===== config.mk =====
export PLATFORM = sky130hd
export DESIGN_NAME = trap_entry_unit
export DESIGN_NICKNAME = d
export VERILOG_FILES = /design/src/rtl/trap_pkg.sv /design/src/rtl/trap_router.sv /design/src/rtl/trap_mode_bank.sv /design/src/rtl/trap_entry_unit.sv
export SDC_FILE = /design/constraint.sdc
export NUM_CORES = 1
export LEC_CHECK = 0
export BUFFER_PORTS_ARGS = -buffer_cell sky130_fd_sc_hd__buf_2
export CAP_MARGIN = 20
export CELL_PAD_IN_SITES_DETAIL_PLACEMENT = 1
export CELL_PAD_IN_SITES_GLOBAL_PLACEMENT = 1
export CORE_MARGIN = 5
export CORE_UTILIZATION = 31
export CTS_CLUSTER_SIZE = 30
export DETAILED_ROUTE_END_ITERATION = 10
export PLACE_DENSITY = 0.81
export SLEW_MARGIN = 20
export SYNTH_ARGS = -nofsm -noshare
export SYNTH_HDL_FRONTEND = slang
export SYNTH_SLANG_ARGS = --single-unit

===== constraint.sdc =====
create_clock -name clk -period 3.4 [get_ports clk]
set_clock_uncertainty 0.2 [all_clocks]
set_input_delay 0.68 -clock clk [delete_from_list [all_inputs] [get_ports clk]]
set_output_delay 0.68 -clock clk [all_outputs]
set_load 0.1 [all_outputs]

===== src/rtl/trap_pkg.sv =====
`timescale 1ns/1ps
package trap_pkg;
  localparam logic [1:0] PRIV_U   = 2'd0;
  localparam logic [1:0] PRIV_S   = 2'd1;
  localparam logic [1:0] PRIV_M   = 2'd3;

  localparam int ST_W    = 7;
  localparam int ST_SIE  = 0;
  localparam int ST_MIE  = 1;
  localparam int ST_SPIE = 2;
  localparam int ST_MPIE = 3;
  localparam int ST_SPP  = 4;
  localparam int ST_MPP  = 5;

  localparam int          BKPT_CODE      = 3;
  localparam logic [2:0]  DBG_CAUSE_SWBP = 3'd1;

  typedef enum logic [1:0] {
    ROUTE_DBG_REDIR,
    ROUTE_DBG_ENTER,
    ROUTE_SUP,
    ROUTE_MACH
  } route_e;
endpackage


===== src/rtl/trap_router.sv =====
`timescale 1ns/1ps
module trap_router
  import trap_pkg::*;
#(
  parameter int XLEN = 32
) (
  input  logic              in_debug_i,
  input  logic [XLEN-1:0]   cause_i,
  input  logic [1:0]        cur_priv_i,
  input  logic [XLEN-1:0]   ideleg_i,
  input  logic [XLEN-1:0]   edeleg_i,
  input  logic [2:0]        ebreak_en_i,
  output route_e            route_o,
  output logic              is_irq_o,
  output logic              is_bkpt_o,
  output logic [XLEN-2:0]   index_o
);
  localparam int IDXW = XLEN - 1;
  localparam int SELW = $clog2(XLEN);

  logic [XLEN-1:0] mask;
  logic            in_range;
  logic            deleg_bit;
  logic            low_priv;
  logic            bk_enabled;

  always_comb begin
    is_irq_o   = cause_i[XLEN-1];
    index_o    = cause_i[XLEN-2:0];
    is_bkpt_o  = (cause_i == XLEN'(BKPT_CODE));
    mask       = is_irq_o ? ideleg_i : edeleg_i;
    in_range   = (index_o < IDXW'(XLEN));
    deleg_bit  = in_range ? mask[index_o[SELW-1:0]] : 1'b0;
    low_priv   = (cur_priv_i == PRIV_U) || (cur_priv_i == PRIV_S);
    case (cur_priv_i)
      PRIV_U:  bk_enabled = ebreak_en_i[0];
      PRIV_S:  bk_enabled = ebreak_en_i[1];
      PRIV_M:  bk_enabled = ebreak_en_i[2];
      default: bk_enabled = 1'b0;
    endcase
    if (in_debug_i)                     route_o = ROUTE_DBG_REDIR;
    else if (is_bkpt_o && bk_enabled)   route_o = ROUTE_DBG_ENTER;
    else if (low_priv && deleg_bit)     route_o = ROUTE_SUP;
    else                                route_o = ROUTE_MACH;
  end
endmodule


===== src/rtl/trap_mode_bank.sv =====
`timescale 1ns/1ps
module trap_mode_bank #(
  parameter int XLEN = 32
) (
  input  logic            clk,
  input  logic            rst_n,
  input  logic            wr_i,
  input  logic            wr_bad_i,
  input  logic [XLEN-1:0] cause_i,
  input  logic [XLEN-1:0] epc_i,
  input  logic [XLEN-1:0] bad_i,
  output logic [XLEN-1:0] cause_o,
  output logic [XLEN-1:0] epc_o,
  output logic [XLEN-1:0] bad_o
);
  always_ff @(posedge clk) begin
    if (!rst_n) begin
      cause_o <= '0;
      epc_o   <= '0;
      bad_o   <= '0;
    end else if (wr_i) begin
      cause_o <= cause_i;
      epc_o   <= epc_i;
      if (wr_bad_i) bad_o <= bad_i;
    end
  end
endmodule


===== src/rtl/trap_entry_unit.sv =====
`timescale 1ns/1ps
module trap_entry_unit
  import trap_pkg::*;
#(
  parameter int               XLEN         = 32,
  parameter logic [XLEN-1:0]  RESET_PC     = 32'h8000_0000,
  parameter logic [XLEN-1:0]  DBG_ENTRY_PC = 32'h0000_0800,
  parameter logic [XLEN-1:0]  DBG_EXC_PC   = 32'h0000_0808
) (
  input  logic              clk,
  input  logic              rst_n,
  input  logic              trap_req_i,
  input  logic [XLEN-1:0]   cause_i,
  input  logic [XLEN-1:0]   epc_i,
  input  logic [XLEN-1:0]   bad_i,
  input  logic              has_bad_i,
  input  logic [1:0]        cur_priv_i,
  input  logic [6:0]        status_i,
  input  logic [XLEN-1:0]   ideleg_i,
  input  logic [XLEN-1:0]   edeleg_i,
  input  logic [XLEN-1:0]   stvec_i,
  input  logic [XLEN-1:0]   mtvec_i,
  input  logic [2:0]        ebreak_en_i,
  output logic [XLEN-1:0]   pc_o,
  output logic [1:0]        priv_o,
  output logic [6:0]        status_o,
  output logic [XLEN-1:0]   scause_o,
  output logic [XLEN-1:0]   sepc_o,
  output logic [XLEN-1:0]   sbad_o,
  output logic [XLEN-1:0]   mcause_o,
  output logic [XLEN-1:0]   mepc_o,
  output logic [XLEN-1:0]   mbad_o,
  output logic [2:0]        dbg_cause_o,
  output logic [1:0]        dbg_prv_o,
  output logic [XLEN-1:0]   dpc_o,
  output logic              clr_resv_o
);
  localparam int NBANK = 2;  // 0: supervisor, 1: machine

  // Arithmetic kept in functions so the rules read in one place.
  function automatic logic [XLEN-1:0] mach_pc(input logic [XLEN-1:0] base,
                                               input logic irq,
                                               input logic [XLEN-2:0] idx);
    logic [XLEN-1:0] aligned;
    logic [XLEN-1:0] offs;
    aligned = {base[XLEN-1:1], 1'b0};
    offs    = (base[0] && irq) ? ({1'b0, idx} << 2) : '0;
    return aligned + offs;
  endfunction

  function automatic logic [ST_W-1:0] sup_status(input logic [ST_W-1:0] old,
                                                 input logic [1:0] prv);
    logic [ST_W-1:0] s;
    s          = old;
    s[ST_SPIE] = old[ST_SIE];
    s[ST_SPP]  = prv[0];
    s[ST_SIE]  = 1'b0;
    return s;
  endfunction

  function automatic logic [ST_W-1:0] mach_status(input logic [ST_W-1:0] old,
                                                  input logic [1:0] prv);
    logic [ST_W-1:0] s;
    s            = old;
    s[ST_MPIE]   = old[ST_MIE];
    s[ST_MPP+:2] = prv;
    s[ST_MIE]    = 1'b0;
    return s;
  endfunction

  // Named internal events
  route_e          route;
  logic            is_irq, is_bkpt;
  logic [XLEN-2:0] cause_idx;
  logic            in_debug;
  logic            sup_take, mach_take, dbg_enter, dbg_redir;

  assign in_debug  = |dbg_cause_o;
  assign sup_take  = trap_req_i && (route == ROUTE_SUP);
  assign mach_take = trap_req_i && (route == ROUTE_MACH);
  assign dbg_enter = trap_req_i && (route == ROUTE_DBG_ENTER);
  assign dbg_redir = trap_req_i && (route == ROUTE_DBG_REDIR);

  trap_router #(.XLEN(XLEN)) u_router (
    .in_debug_i  (in_debug),
    .cause_i     (cause_i),
    .cur_priv_i  (cur_priv_i),
    .ideleg_i    (ideleg_i),
    .edeleg_i    (edeleg_i),
    .ebreak_en_i (ebreak_en_i),
    .route_o     (route),
    .is_irq_o    (is_irq),
    .is_bkpt_o   (is_bkpt),
    .index_o     (cause_idx)
  );

  logic [XLEN-1:0] bank_cause [NBANK];
  logic [XLEN-1:0] bank_epc   [NBANK];
  logic [XLEN-1:0] bank_bad   [NBANK];

  for (genvar b = 0; b < NBANK; b++) begin : g_bank
    logic wr;
    assign wr = (b == 0) ? sup_take : mach_take;
    trap_mode_bank #(.XLEN(XLEN)) u_bank (
      .clk      (clk),
      .rst_n    (rst_n),
      .wr_i     (wr),
      .wr_bad_i (has_bad_i),
      .cause_i  (cause_i),
      .epc_i    (epc_i),
      .bad_i    (bad_i),
      .cause_o  (bank_cause[b]),
      .epc_o    (bank_epc[b]),
      .bad_o    (bank_bad[b])
    );
  end

  assign scause_o = bank_cause[0];
  assign sepc_o   = bank_epc[0];
  assign sbad_o   = bank_bad[0];
  assign mcause_o = bank_cause[1];
  assign mepc_o   = bank_epc[1];
  assign mbad_o   = bank_bad[1];

  always_ff @(posedge clk) begin
    if (!rst_n) begin
      pc_o        <= RESET_PC;
      priv_o      <= PRIV_M;
      status_o    <= '0;
      dbg_cause_o <= '0;
      dbg_prv_o   <= '0;
      dpc_o       <= '0;
      clr_resv_o  <= 1'b0;
    end else begin
      clr_resv_o <= sup_take || mach_take;
      if (dbg_redir) begin
        pc_o <= is_bkpt ? DBG_ENTRY_PC : DBG_EXC_PC;
      end else if (dbg_enter) begin
        pc_o        <= DBG_ENTRY_PC;
        priv_o      <= PRIV_M;
        dbg_cause_o <= DBG_CAUSE_SWBP;
        dbg_prv_o   <= cur_priv_i;
        dpc_o       <= epc_i;
      end else if (sup_take) begin
        pc_o     <= stvec_i;
        priv_o   <= PRIV_S;
        status_o <= sup_status(status_i, cur_priv_i);
      end else if (mach_take) begin
        pc_o     <= mach_pc(mtvec_i, is_irq, cause_idx);
        priv_o   <= PRIV_M;
        status_o <= mach_status(status_i, cur_priv_i);
      end
    end
  end

  // Assertions next to the logic they guard
  AST_DBG_FREEZE: assert property (@(posedge clk) disable iff (!rst_n)
    dbg_redir |=> $stable(priv_o) && $stable(status_o) && $stable(mcause_o)
                  && $stable(scause_o) && $stable(dpc_o) && !clr_resv_o);
  AST_DBG_BKPT_PC: assert property (@(posedge clk) disable iff (!rst_n)
    in_debug && trap_req_i && is_bkpt |=> pc_o == DBG_ENTRY_PC);
  AST_DBG_EXC_PC: assert property (@(posedge clk) disable iff (!rst_n)
    in_debug && trap_req_i && !is_bkpt |=> pc_o == DBG_EXC_PC);
  AST_DBG_CAPTURE: assert property (@(posedge clk) disable iff (!rst_n)
    dbg_enter |=> priv_o == PRIV_M && dbg_cause_o != 3'd0
                  && dpc_o == $past(epc_i) && $stable(status_o));
  AST_SUP_FROM_LOW: assert property (@(posedge clk) disable iff (!rst_n)
    sup_take |-> (cur_priv_i == PRIV_U || cur_priv_i == PRIV_S));
  AST_SUP_ENTRY: assert property (@(posedge clk) disable iff (!rst_n)
    sup_take |=> priv_o == PRIV_S && !status_o[ST_SIE]
                 && status_o[ST_SPIE] == $past(status_i[ST_SIE]));
  AST_MACH_ENTRY: assert property (@(posedge clk) disable iff (!rst_n)
    mach_take |=> priv_o == PRIV_M && !status_o[ST_MIE]
                  && status_o[ST_MPIE] == $past(status_i[ST_MIE])
                  && mcause_o == $past(cause_i));
  AST_BAD_HOLD: assert property (@(posedge clk) disable iff (!rst_n)
    trap_req_i && !has_bad_i |=> $stable(sbad_o) && $stable(mbad_o));
  AST_CLR_ORIGIN: assert property (@(posedge clk) disable iff (!rst_n)
    clr_resv_o |-> $past(sup_take || mach_take));
  AST_IDLE_HOLD: assert property (@(posedge clk) disable iff (!rst_n)
    !trap_req_i |=> $stable(pc_o) && $stable(priv_o) && $stable(status_o)
                    && $stable(dbg_cause_o) && !clr_resv_o);
endmodule


==> results of run 1 <==
[cells in the mapped netlist, types with 15 or more instances]
library cell | instances | area (um^2)
dfxtp_1 | 268 | 5370
and3_1 | 60 | 375
o21ai_1 | 43 | 215
o21ai_0 | 69 | 345
nand2_1 | 388 | 1460
a21boi_1 | 83 | 623
nand3_1 | 73 | 365
mux2i_1 | 18 | 180
clkbuf_1 | 76 | 285
nor2_1 | 38 | 143
a21boi_0 | 55 | 413
a21oi_1 | 50 | 250
a21o_1 | 15 | 113
ha_1 | 29 | 363
[report_power, final]
part / switching [uW] / total [uW] / internal (uW) / leakage [uW]
logic: 1320 / 1840 / 520 / 0.00564
registers: 54.6 / 3290 / 3240 / 0.00218
clock network: 1450 / 3960 / 2510 / 0.000583
total: 2820 / 9090 / 6270 / 0.00840
[final cells by class]
| class | count | area, um^2 | area share |
|---|---|---|---|
| diodes | 14 | 35.0 | 0.00199 |
| multi-input cells | 1106 | 6470 | 0.368 |
| inverters | 7 | 26.3 | 0.00149 |
| repair buffers | 652 | 3810 | 0.217 |
| clock buffers | 34 | 786 | 0.0447 |
| flip-flops and latches | 268 | 5370 | 0.305 |
| well taps | 525 | 657 | 0.0374 |
| clock inverters | 22 | 429 | 0.0244 |
[layer usage]
| metal | vias up | global-route usage | routed length [um] |
|---|---|---|---|
| met5 | - | 0 | 53 |
| met2 | 483 | 0.430 | 27800 |
| met3 | 125 | 0.0517 | 3670 |
| met4 | 8 | 0.107 | 2500 |
| li1 | 6324 | - | - |
| met1 | 6483 | 0.266 | 21400 |
[registers in the layout, summed over array words and instances (netlist names)]
register and cells:
clr_resv_o 1, dbg_cause_o 1, dbg_prv_o 2, dpc_o 32, g_bank.u_bank.bad_o 64, g_bank.u_bank.cause_o 64
g_bank.u_bank.epc_o 64, pc_o 32, priv_o 1, status_o 7
[through the flow]
| stage | power (uW) | cells |
|---|---|---|
| 2_1_floorplan | 4570 | 1496 |
| 3_3_place_gp | 5150 | 2558 |
| 3_5_place_dp | 5190 | 2558 |
| 4_1_cts | 9170 | 2614 |
| 5_1_grt | 9400 | 2628 |
| 6_report | 9090 | 2628 |
[layout by cell type (no fill, tap or decap), drive strengths merged, types with 5 or more instances in the layout]
| cell | synthesis | layout |
|---|---|---|
| mux4 | 11 | 11 |
| xnor2 | 12 | 12 |
| clkbuf | 77 | 35 |
| buf | 38 | 651 |
| a21oi | 50 | 50 |
| and2 | 5 | 5 |
| xor2 | 12 | 12 |
| and3 | 60 | 60 |
| nand4 | 5 | 5 |
| nand3 | 74 | 74 |
| ha | 29 | 29 |
| a21o | 15 | 15 |
| dfxtp | 268 | 268 |
| a31oi | 9 | 9 |
| a211oi | 6 | 6 |
| inv | 7 | 9 |
| nand2 | 388 | 388 |
| a21boi | 138 | 138 |
| nor2 | 40 | 40 |
| nor4 | 11 | 11 |
| bufinv | 0 | 11 |
| nor2b | 13 | 13 |
| mux2i | 18 | 18 |
| o21a | 8 | 8 |
| a22o | 9 | 9 |
| o21ai | 113 | 113 |
| clkinv | 0 | 6 |
| diode | 0 | 14 |
| nor3 | 13 | 13 |
| o211ai | 7 | 7 |
[worst max path at each step]
stage	from	endpoint
2_1_floorplan	cause_i[31]	pc_o[26]$_SDFFE_PN0P_
3_3_place_gp	cause_i[24]	g_bank[0].u_bank.cause_o[8]$_SDFFE_PN0P_
3_5_place_dp	cause_i[24]	pc_o[23]$_SDFFE_PN0P_
4_1_cts	cause_i[24]	pc_o[27]$_SDFFE_PN0P_
5_1_grt	cause_i[31]	g_bank[0].u_bank.bad_o[20]$_SDFFE_PN0P_
6_report	cause_i[24]	pc_o[27]$_SDFFE_PN0P_
[kinds of logic after synthesis]
group           count (synthesis)
buf+inv                       122
mux                            30
other cells                     2
flops                         268
xor+xnor                       24
fa+ha+maj                      30
simple gates                  628
compound gates                391
[worst min-delay path: cells and delay by family]
family,cells,cell delay (ns)
compound gates,2,0.12
buf+inv,1,0.08
==> results by group, run 1 <==
Synth
  – Compound-Gate Fraction of Synth Area: 0.208
  – Post-synthesis sequential area ratio: 0.434
  – Mean post-synth cell area: 8.26 um^2
  – Synth Area in Adders: 0.0310
  – Mux share of post-synthesis cell area: 0.0356
  – Netlist cell types: 68
  – Synth Warn #: 0
  – Synth Flop Type: dfxtp_1
  – Ys async rst share: 0
  – Xor-xnor portion of the synthesized cell area: 0.0170
  – Post-Synth Simple-Gate Area: 0.226
  – Gate Count Post-Synth: around 1500
  – Post-synth EDFFs: 0
  – Main combinational cell family by area after synthesis: simple AND/OR/NAND/NOR gates
  – Synth Cell Area: 0.0124 mm^2
  – Yosys reg bits: about 270

Pwr
  – VDD IR-drop max: 0.367 mV
  – Leak: 0.00840 uW
  – Pwr Density: 517 mW/mm^2

Clock network
  – Number of H-tree levels: 1
  – Reg clk slew, reported paths: around 0.07 ns
  – Root Buffer: clkbuf_16
  – TritonCTS clock tree: built
  – Clk buf depth: 3
  – Setup Buffers After CTS: 0
  – Hold Buf Count CTS: 0
  – # clock sinks: 268
  – CTS resizes: 0
  – Clock insertion delay at the later pin of the skew report: 0.58 ns
  – Number of buffers created by CTS: 30

Worst setup path
  – CP cell instances: buf_2 > nor4_1 > nand3_1 > or3_4 > or4b_1 > buf_4 > o21ai_2 > nand2b_1 > o21ai_0 > o21ai_0
  – Crit path DAT: around 3.4 ns
  – Max stage delay cell, worst path: or4b_1
  – Reg2Reg Launch Point: dbg_cause_o[0]$_SDFFE_PN0P_
  – Startpoint types: input pin
  – Worst r2r dst: pc_o[24]$_SDFFE_PN0P_
  – CP endpoint kind: flip-flop
  – Path type of the worst setup path: in -> reg
  – Worst path top cell family by delay: simple AND/OR/NAND/NOR gates
  – Most common cell on crit path: o21ai_0
  – Worst path depth: 10
  – Reg2Reg Setup Slack: 0.91 ns
  – CP Data Required Time: 3.65 ns
  – Reg2reg path depth: 8
  – Max incr delay on CP: ~0.56 ns
  – CP Buf/Inv Count: 2
  – Max FO, Critical Path: 9

Global routing
  – First-pass GRT wire length: 83.1 mm
  – GRT Util Overall: 0.237
  – Largest net degree at the start of global routing: 138
  – Vias in the first global route: roughly 14000
  – Initial antenna violation count: 18
  – Remaining Overflow, GRT: 0

STA
  – Final worst path period share: 0.923
  – Final min period: roughly 3.1 ns
  – Worst-Margin Slew: 0.579 ns
  – Final hold violations: 0
  – Max-slew violation count: 0
  – Hold slack final: roughly 0.13 ns
  – Total negative setup slack: 0 ns
  – Unrepaired setup endpoints after global routing: false
  – Setup ws final: 0.263 ns
  – Max_slew headroom: 0.613
  – Highest Clock Rate: 0.319 GHz
  – Final Setup Violations: 0

Floorplan
  – DIE WIDTH: 210 um
  – Effective utilization at floorplan: 0.312
  – Die Y-Extent: 210 um
  – FP Rows: 73
  – DIE AREA: ~0.044 mm^2
  – Io pins: 511
  – Core Region: 0.0395 mm^2

Hold path
  – Hold Path End: pc_o[31]$_SDFFE_PN1P_
  – Hold path startpoint: stvec_i[31]
  – Cell count of the worst hold path: 3
  – HP Class: in -> reg

Drt
  – Residual DRC: 0
  – Initial detailed-routing violation count: 841
  – Routed Wire Length: around 55 mm
  – Wire per inst: 21.1 um
  – Vias: 13400
  – Detail Route Antenna Nets: 0
  – DR vias/cell: just over 5
  – DR pass1 iterations: 5

Final layout
  – Fill cell count: 4888
  – Fin nets: 2335
  – Design Area, Final: 0.0176 mm^2
  – Fin util: 0.444
  – Layout cells sized above 1: 0.356
  – Area delta synth->final: 42.3%

Placement
  – Dpl cell area: ~0.016 mm^2
  – GPL Wtd Cong: 0.933
  – DP Worst Slack: -0.285 ns
  – Dpl hpwl: 42.8 mm
  – Port bufs: 507

Status
  – Status: finished clean

Job
  – Max-Cap Viols: 0
Note: power is estimated with default switching activity, not from simulation.
==> run 2: changes to the inputs <==
--- a/config.mk
+++ b/config.mk
@@ -5,7 +5,7 @@
 export SDC_FILE = /design/constraint.sdc
 export NUM_CORES = 1
 export LEC_CHECK = 0
-export BUFFER_PORTS_ARGS = -buffer_cell sky130_fd_sc_hd__buf_2
+export BUFFER_PORTS_ARGS = -buffer_cell sky130_fd_sc_hd__buf_4
 export CAP_MARGIN = 20
 export CELL_PAD_IN_SITES_DETAIL_PLACEMENT = 1
 export CELL_PAD_IN_SITES_GLOBAL_PLACEMENT = 1
==> results by group, run 2 (synthesis gave the netlist of run 1 again) <==
Floorplan
  – Die Y-Extent: 210 um
  – FP Rows: 73
  – DIE AREA: 0.0439 mm^2
  – Effective utilization at floorplan: 0.312
  – Core Region: 0.0395 mm^2
  – Io pins: 511
  – DIE WIDTH: about 210 um

Worst setup path
  – Most common cell on crit path: buf_4
  – Reg2Reg Setup Slack: 1.04 ns
  – CP Data Required Time: roughly 3.7 ns
  – Worst path top cell family by delay: simple AND/OR/NAND/NOR gates
  – CP Buf/Inv Count: 4
  – CP endpoint kind: flip-flop
  – Crit path from: cause_i[5]
  – Startpoint types: input pin
  – Reg2reg path depth: 7
  – Worst r2r dst: pc_o[16]$_SDFFE_PN0P_
  – Max incr delay on CP: 0.57 ns
  – Reg2Reg Launch Point: dbg_cause_o[0]$_SDFFE_PN0P_
  – Path type of the worst setup path: in -> reg
  – CP cell instances: buf_4 > nor4_1 > nand4_1 > buf_4 > or3_4 > or4b_1 > o21a_2 > buf_4 > nor2_4 > buf_12 > nand2_1 > a21boi_1
  – Max FO, Critical Path: 40
  – Crit path DAT: 3.44 ns
  – Max stage delay cell, worst path: or4b_1

Placement
  – Port bufs: 507
  – Dpl cell area: 0.0176 mm^2
  – GPL Wtd Cong: 0.899
  – Dpl hpwl: 43.8 mm

Final layout
  – Area delta synth->final: 51.0%
  – Top Registers: g_bank.u_bank.bad_o x64, g_bank.u_bank.cause_o x64, g_bank.u_bank.epc_o x64
  – Commonest non-fill, non-tap cell in the layout: buf_4
  – Fill cell count: 4755
  – Most frequent cells in the layout: buf_4 (633), nand2_1 (386), dfxtp_1 (268)
  – Design Area, Final: 0.0187 mm^2
  – Multi-input gate area: 0.00647 mm^2
  – Register area: 0.00537 mm^2
  – Fin nets: 2335
  – Layout cells sized above 1: 0.353

Hold path
  – Cell count of the worst hold path: 3
  – Hold path startpoint: stvec_i[31]
  – Hold Path End: pc_o[31]$_SDFFE_PN1P_
  – HP Class: in -> reg

Status
  – Status: finished clean

Clock network
  – Hold Buf Count CTS: 0
  – CTS resizes: 0
  – Clock insertion delay at the later pin of the skew report: 0.57 ns
  – TritonCTS clock tree: built
  – Setup Buffers After CTS: 0
  – Root Buffer: clkbuf_16
  – Clk buf depth: 3
  – Number of H-tree levels: 1
  – # clock sinks: 268
  – Number of buffers created by CTS: 30
  – Reg clk slew, reported paths: 0.06 ns

Drt
  – Detail Route Antenna Nets: 0
  – Routed Wire Length: around 55 mm
  – Metal1 wirelength: about 22 mm
  – Vias: 13300
  – Met2 wire len: about 28 mm
  – Residual DRC: 0
  – DR top layer: met5
  – Wire per inst: 21.2 um
  – Met3 WL: around 3.4 mm
  – Initial detailed-routing violation count: 684
  – DR pass1 iterations: 5
  – DR vias/cell: 5.10

Job
  – Max-Cap Viols: 0

Global routing
  – Remaining Overflow, GRT: 0
  – Initial antenna violation count: 6
  – Largest net degree at the start of global routing: between 100 and 150
  – GRT Util Overall: 0.238
  – Vias in the first global route: roughly 14000
  – First-pass GRT wire length: approximately 83 mm

STA
  – Final Setup Violations: 0
  – Worst-Margin Slew: 0.553 ns
  – Unrepaired setup endpoints after global routing: false
  – Max-slew violation count: 0
  – Highest Clock Rate: about 0.32 GHz
  – Max_slew headroom: 0.630
  – Final min period: 3.15 ns
  – Final worst path period share: 0.926
  – Total negative setup slack: 0 ns
  – Final hold violations: 0

Pwr
  – Leak: 0.00851 uW
  – Design Power: between 8000 and 9000 uW
  – Pwr Density: 457 mW/mm^2
  – VDD IR-drop max: 0.381 mV
run 2: worst max path at each step:
stage / slack (ns) / end / depth (start not counted)
2_1_floorplan: 0.01 / pc_o[26]$_SDFFE_PN0P_ / 14
3_3_place_gp: -0.30 / pc_o[24]$_SDFFE_PN0P_ / 12
3_5_place_dp: -0.36 / g_bank[0].u_bank.epc_o[31]$_SDFFE_PN0P_ / 12
4_1_cts: 0.22 / g_bank[0].u_bank.epc_o[27]$_SDFFE_PN0P_ / 12
5_1_grt: 0.01 / g_bank[0].u_bank.epc_o[31]$_SDFFE_PN0P_ / 12
6_report: 0.25 / g_bank[0].u_bank.epc_o[27]$_SDFFE_PN0P_ / 12
run 2: worst reg2reg max path, cell delays in order (launching register included):
cell	delay, ns
dfxtp_1	0.37
nor2b_1	0.29
nor2b_2	0.47
nand2_1	0.17
inv_1	0.30
o21ai_0	0.17
buf_4	0.17
o21ai_0	0.14
run 2: final cells by class:
type | count | area share
multi-input combinational | 1106 | 0.347
timing repair buffer | 652 | 0.275
inverter | 7 | 0.00141
antenna | 5 | 0.000671
clock inverter | 11 | 0.00590
tap | 525 | 0.0352
sequential | 268 | 0.288
clock buffer | 44 | 0.0474
run 2: report_power, final:
group / leakage (uW) / switching, uW / internal [uW]
sequential: 0.00218 / 56.0 / 3240
clock: 0.000468 / 1380 / 1880
combinational: 0.00586 / 1310 / 657
run 2: layer usage:
metal,track usage,vias up
met2,0.424,473
met5,0,-
met4,0.0979,4
met1,0.279,6437
li1,-,6319
met3,0.0484,109
run 2: through the flow:
stage	worst slack [ns]	hold slack (ns)	instances	util
6_report	0.253	0.149	2618	0.472
4_1_cts	0.217	0.116	2613	0.471
5_1_grt	0.0125	0.138	2617	0.472
2_1_floorplan	0.0110	0.321	1496	-
3_3_place_gp	-0.302	0.235	2558	0.446
3_5_place_dp	-0.365	0.243	2558	0.446
==> run 3: changes to the inputs <==
--- a/config.mk
+++ b/config.mk
@@ -10,10 +10,10 @@
 export CELL_PAD_IN_SITES_DETAIL_PLACEMENT = 1
 export CELL_PAD_IN_SITES_GLOBAL_PLACEMENT = 1
 export CORE_MARGIN = 5
-export CORE_UTILIZATION = 31
+export CORE_UTILIZATION = 34
 export CTS_CLUSTER_SIZE = 30
 export DETAILED_ROUTE_END_ITERATION = 10
-export PLACE_DENSITY = 0.81
+export PLACE_DENSITY = 0.85
 export SLEW_MARGIN = 20
 export SYNTH_ARGS = -nofsm -noshare
 export SYNTH_HDL_FRONTEND = slang
==> constraint.sdc (replaced) <==
create_clock -name clk -period 3.04 [get_ports clk]
set_clock_uncertainty 0.2 [all_clocks]
set_input_delay 0.608 -clock clk [delete_from_list [all_inputs] [get_ports clk]]
set_output_delay 0.608 -clock clk [all_outputs]
set_load 0.1 [all_outputs]
==> results by group, run 3 (synthesis gave the netlist of run 1 again) <==
Clock network
  – # clock sinks: 268
  – Hold Buf Count CTS: 0
  – Clock insertion delay at the later pin of the skew report: 0.57 ns
  – Number of H-tree levels: 1
  – Number of buffers created by CTS: 30
  – Clk buf depth: 3
  – Root Buffer: clkbuf_16
  – TritonCTS clock tree: built
  – Reg clk slew, reported paths: approximately 0.060 ns

Global routing
  – Initial antenna violation count: 4
  – GRT Util Overall: 0.264
  – First-pass GRT wire length: 85.8 mm
  – Remaining Overflow, GRT: 0
  – Vias in the first global route: ~15000
  – Largest net degree at the start of global routing: between 100 and 150

Worst setup path
  – CP endpoint kind: flip-flop
  – Crit path DAT: approximately 3.2 ns
  – CP cell instances: buf_4 > nor4_2 > nand4_1 > or3_4 > or4b_4 > o21a_4 > nor2_4 > buf_4 > nor2_1 > o21ai_0
  – Startpoint types: input pin
  – Max stage delay cell, worst path: or4b_4
  – CP Buf/Inv Count: 2
  – Max incr delay on CP: 0.54 ns
  – Path type of the worst setup path: in -> reg
  – Worst path top cell family by delay: simple AND/OR/NAND/NOR gates
  – Max FO, Critical Path: 10
  – Most common cell on crit path: buf_4
  – CP Data Required Time: 3.33 ns

Drt
  – Detail Route Antenna Nets: 0
  – Initial detailed-routing violation count: 485
  – DR pass1 iterations: 4
  – Residual DRC: 0
  – DR vias/cell: 5.26
  – Wire per inst: 21.8 um
  – Routed Wire Length: 56.8 mm
  – Vias: ~14000

Placement
  – Dpl cell area: 0.0182 mm^2
  – Dpl cells: between 2000 and 3000
  – Dpl hpwl: approximately 44 mm
  – GPL Wtd Cong: about 0.95
  – Port bufs: between 500 and 600

Status
  – Status: finished clean

STA
  – Final worst path period share: 0.958
  – Final min period: 2.91 ns
  – Final hold violations: 0
  – Unrepaired setup endpoints after global routing: true
  – Worst-Margin Slew: between 0.5 and 0.6 ns
  – Final Setup Violations: 0
  – Highest Clock Rate: 0.343 GHz
  – Max-slew violation count: 0
  – Max_slew headroom: 0.630

Floorplan
  – Io pins: 511
  – DIE AREA: 0.0402 mm^2
  – Effective utilization at floorplan: 0.346
  – DIE WIDTH: 201 um
  – FP Rows: 69
  – Die Y-Extent: 201 um
  – Core Region: 0.0357 mm^2

Final layout
  – Commonest non-fill, non-tap cell in the layout: buf_4
  – Top Registers: g_bank.u_bank.bad_o x64, g_bank.u_bank.cause_o x64, g_bank.u_bank.epc_o x64
  – Most frequent cells in the layout: buf_4 (690), nand2_1 (386), dfxtp_1 (268)
  – Fin nets: 2392
  – Non-Filler Instances: 2609
  – Layout cells sized above 1: 0.382
  – Area delta synth->final: 55.9%
  – Design Area, Final: around 0.019 mm^2

Pwr
  – Leak: just under 0.009 uW
  – VDD IR-drop max: 0.335 mV
  – Pwr Density: approximately 510 mW/mm^2

Hold path
  – HP Class: in -> reg

Job
  – Max-Cap Viols: 0
-- run 3: worst paths after layout --
path / startpoint / to / slack [ns] / cells after the start
worst max-delay path: cause_i[5] / pc_o[27]$_SDFFE_PN0P_ / 0.13 / 10
worst min-delay path: stvec_i[31] / pc_o[31]$_SDFFE_PN1P_ / 0.06 / 3
worst min register to register: g_bank[0].u_bank.epc_o[22]$_SDFFE_PN0P_ / g_bank[0].u_bank.epc_o[22]$_SDFFE_PN0P_ / 0.25 / 2
worst max register to register: dbg_cause_o[0]$_SDFFE_PN0P_ / pc_o[27]$_SDFFE_PN0P_ / 0.64 / 7
-- run 3: layer usage --
metal	part of all wire	vias to the layer above	global-route usage
met5	0.00035	-	0
met1	0.40	6671	0.311
li1	-	6431	-
met2	0.50	485	0.477
met3	0.061	123	0.0525
met4	0.042	2	0.0954
-- run 3: what timing repair did --
action                                  4_1_cts  5_1_grt
endpoints found under the setup margin        0       21
gates resized for setup                       0        5
buffers inserted                              0        2
-- run 3: worst register-to-register path, stage by stage, from the launching register on --
cell and delay [ns]:
dfxtp_1 0.36, nor2b_1 0.33, nor2b_2 0.35, nand2_1 0.12, inv_1 0.43, buf_4 0.26, o21ai_0 0.10, o21ai_0 0.18
-- run 3: cell type report --
cell class	count	area, um^2
well taps	461	577
multi-input cells	1106	6720
diodes	3	7.51
inverters	7	26.3
clock buffers	44	873
clock inverters	11	134
repair buffers	709	5550
flip-flops and latches	268	5370
fillers	4248	16500
-- run 3: report_power, final --
part / leakage (uW) / switching (uW) / total, uW / internal [uW]
Clock: 0.000499 / 1550 / 3710 / 2160
Combinational: 0.00615 / 1520 / 2320 / 805
Sequential: 0.00218 / 63.9 / 3690 / 3620
-- run 3: stage by stage --
| stage | setup WS [ns] | setup TNS (ns) | power [uW] | hold slack [ns] | util |
|---|---|---|---|---|---|
| final | 0.127 | 0 | 9720 | 0.0618 | 0.539 |
| after CTS | 0.0954 | 0 | 9780 | 0.0415 | 0.536 |
| after global routing | -0.0107 | -0.0107 | 10100 | 0.0611 | 0.539 |
| after detailed placement | -0.481 | -91.59 | 6070 | 0.246 | 0.508 |
| after global placement | -0.407 | -76.74 | 6010 | 0.234 | 0.508 |
| after floorplan | -0.234 | -1.94 | 5140 | 0.321 | - |
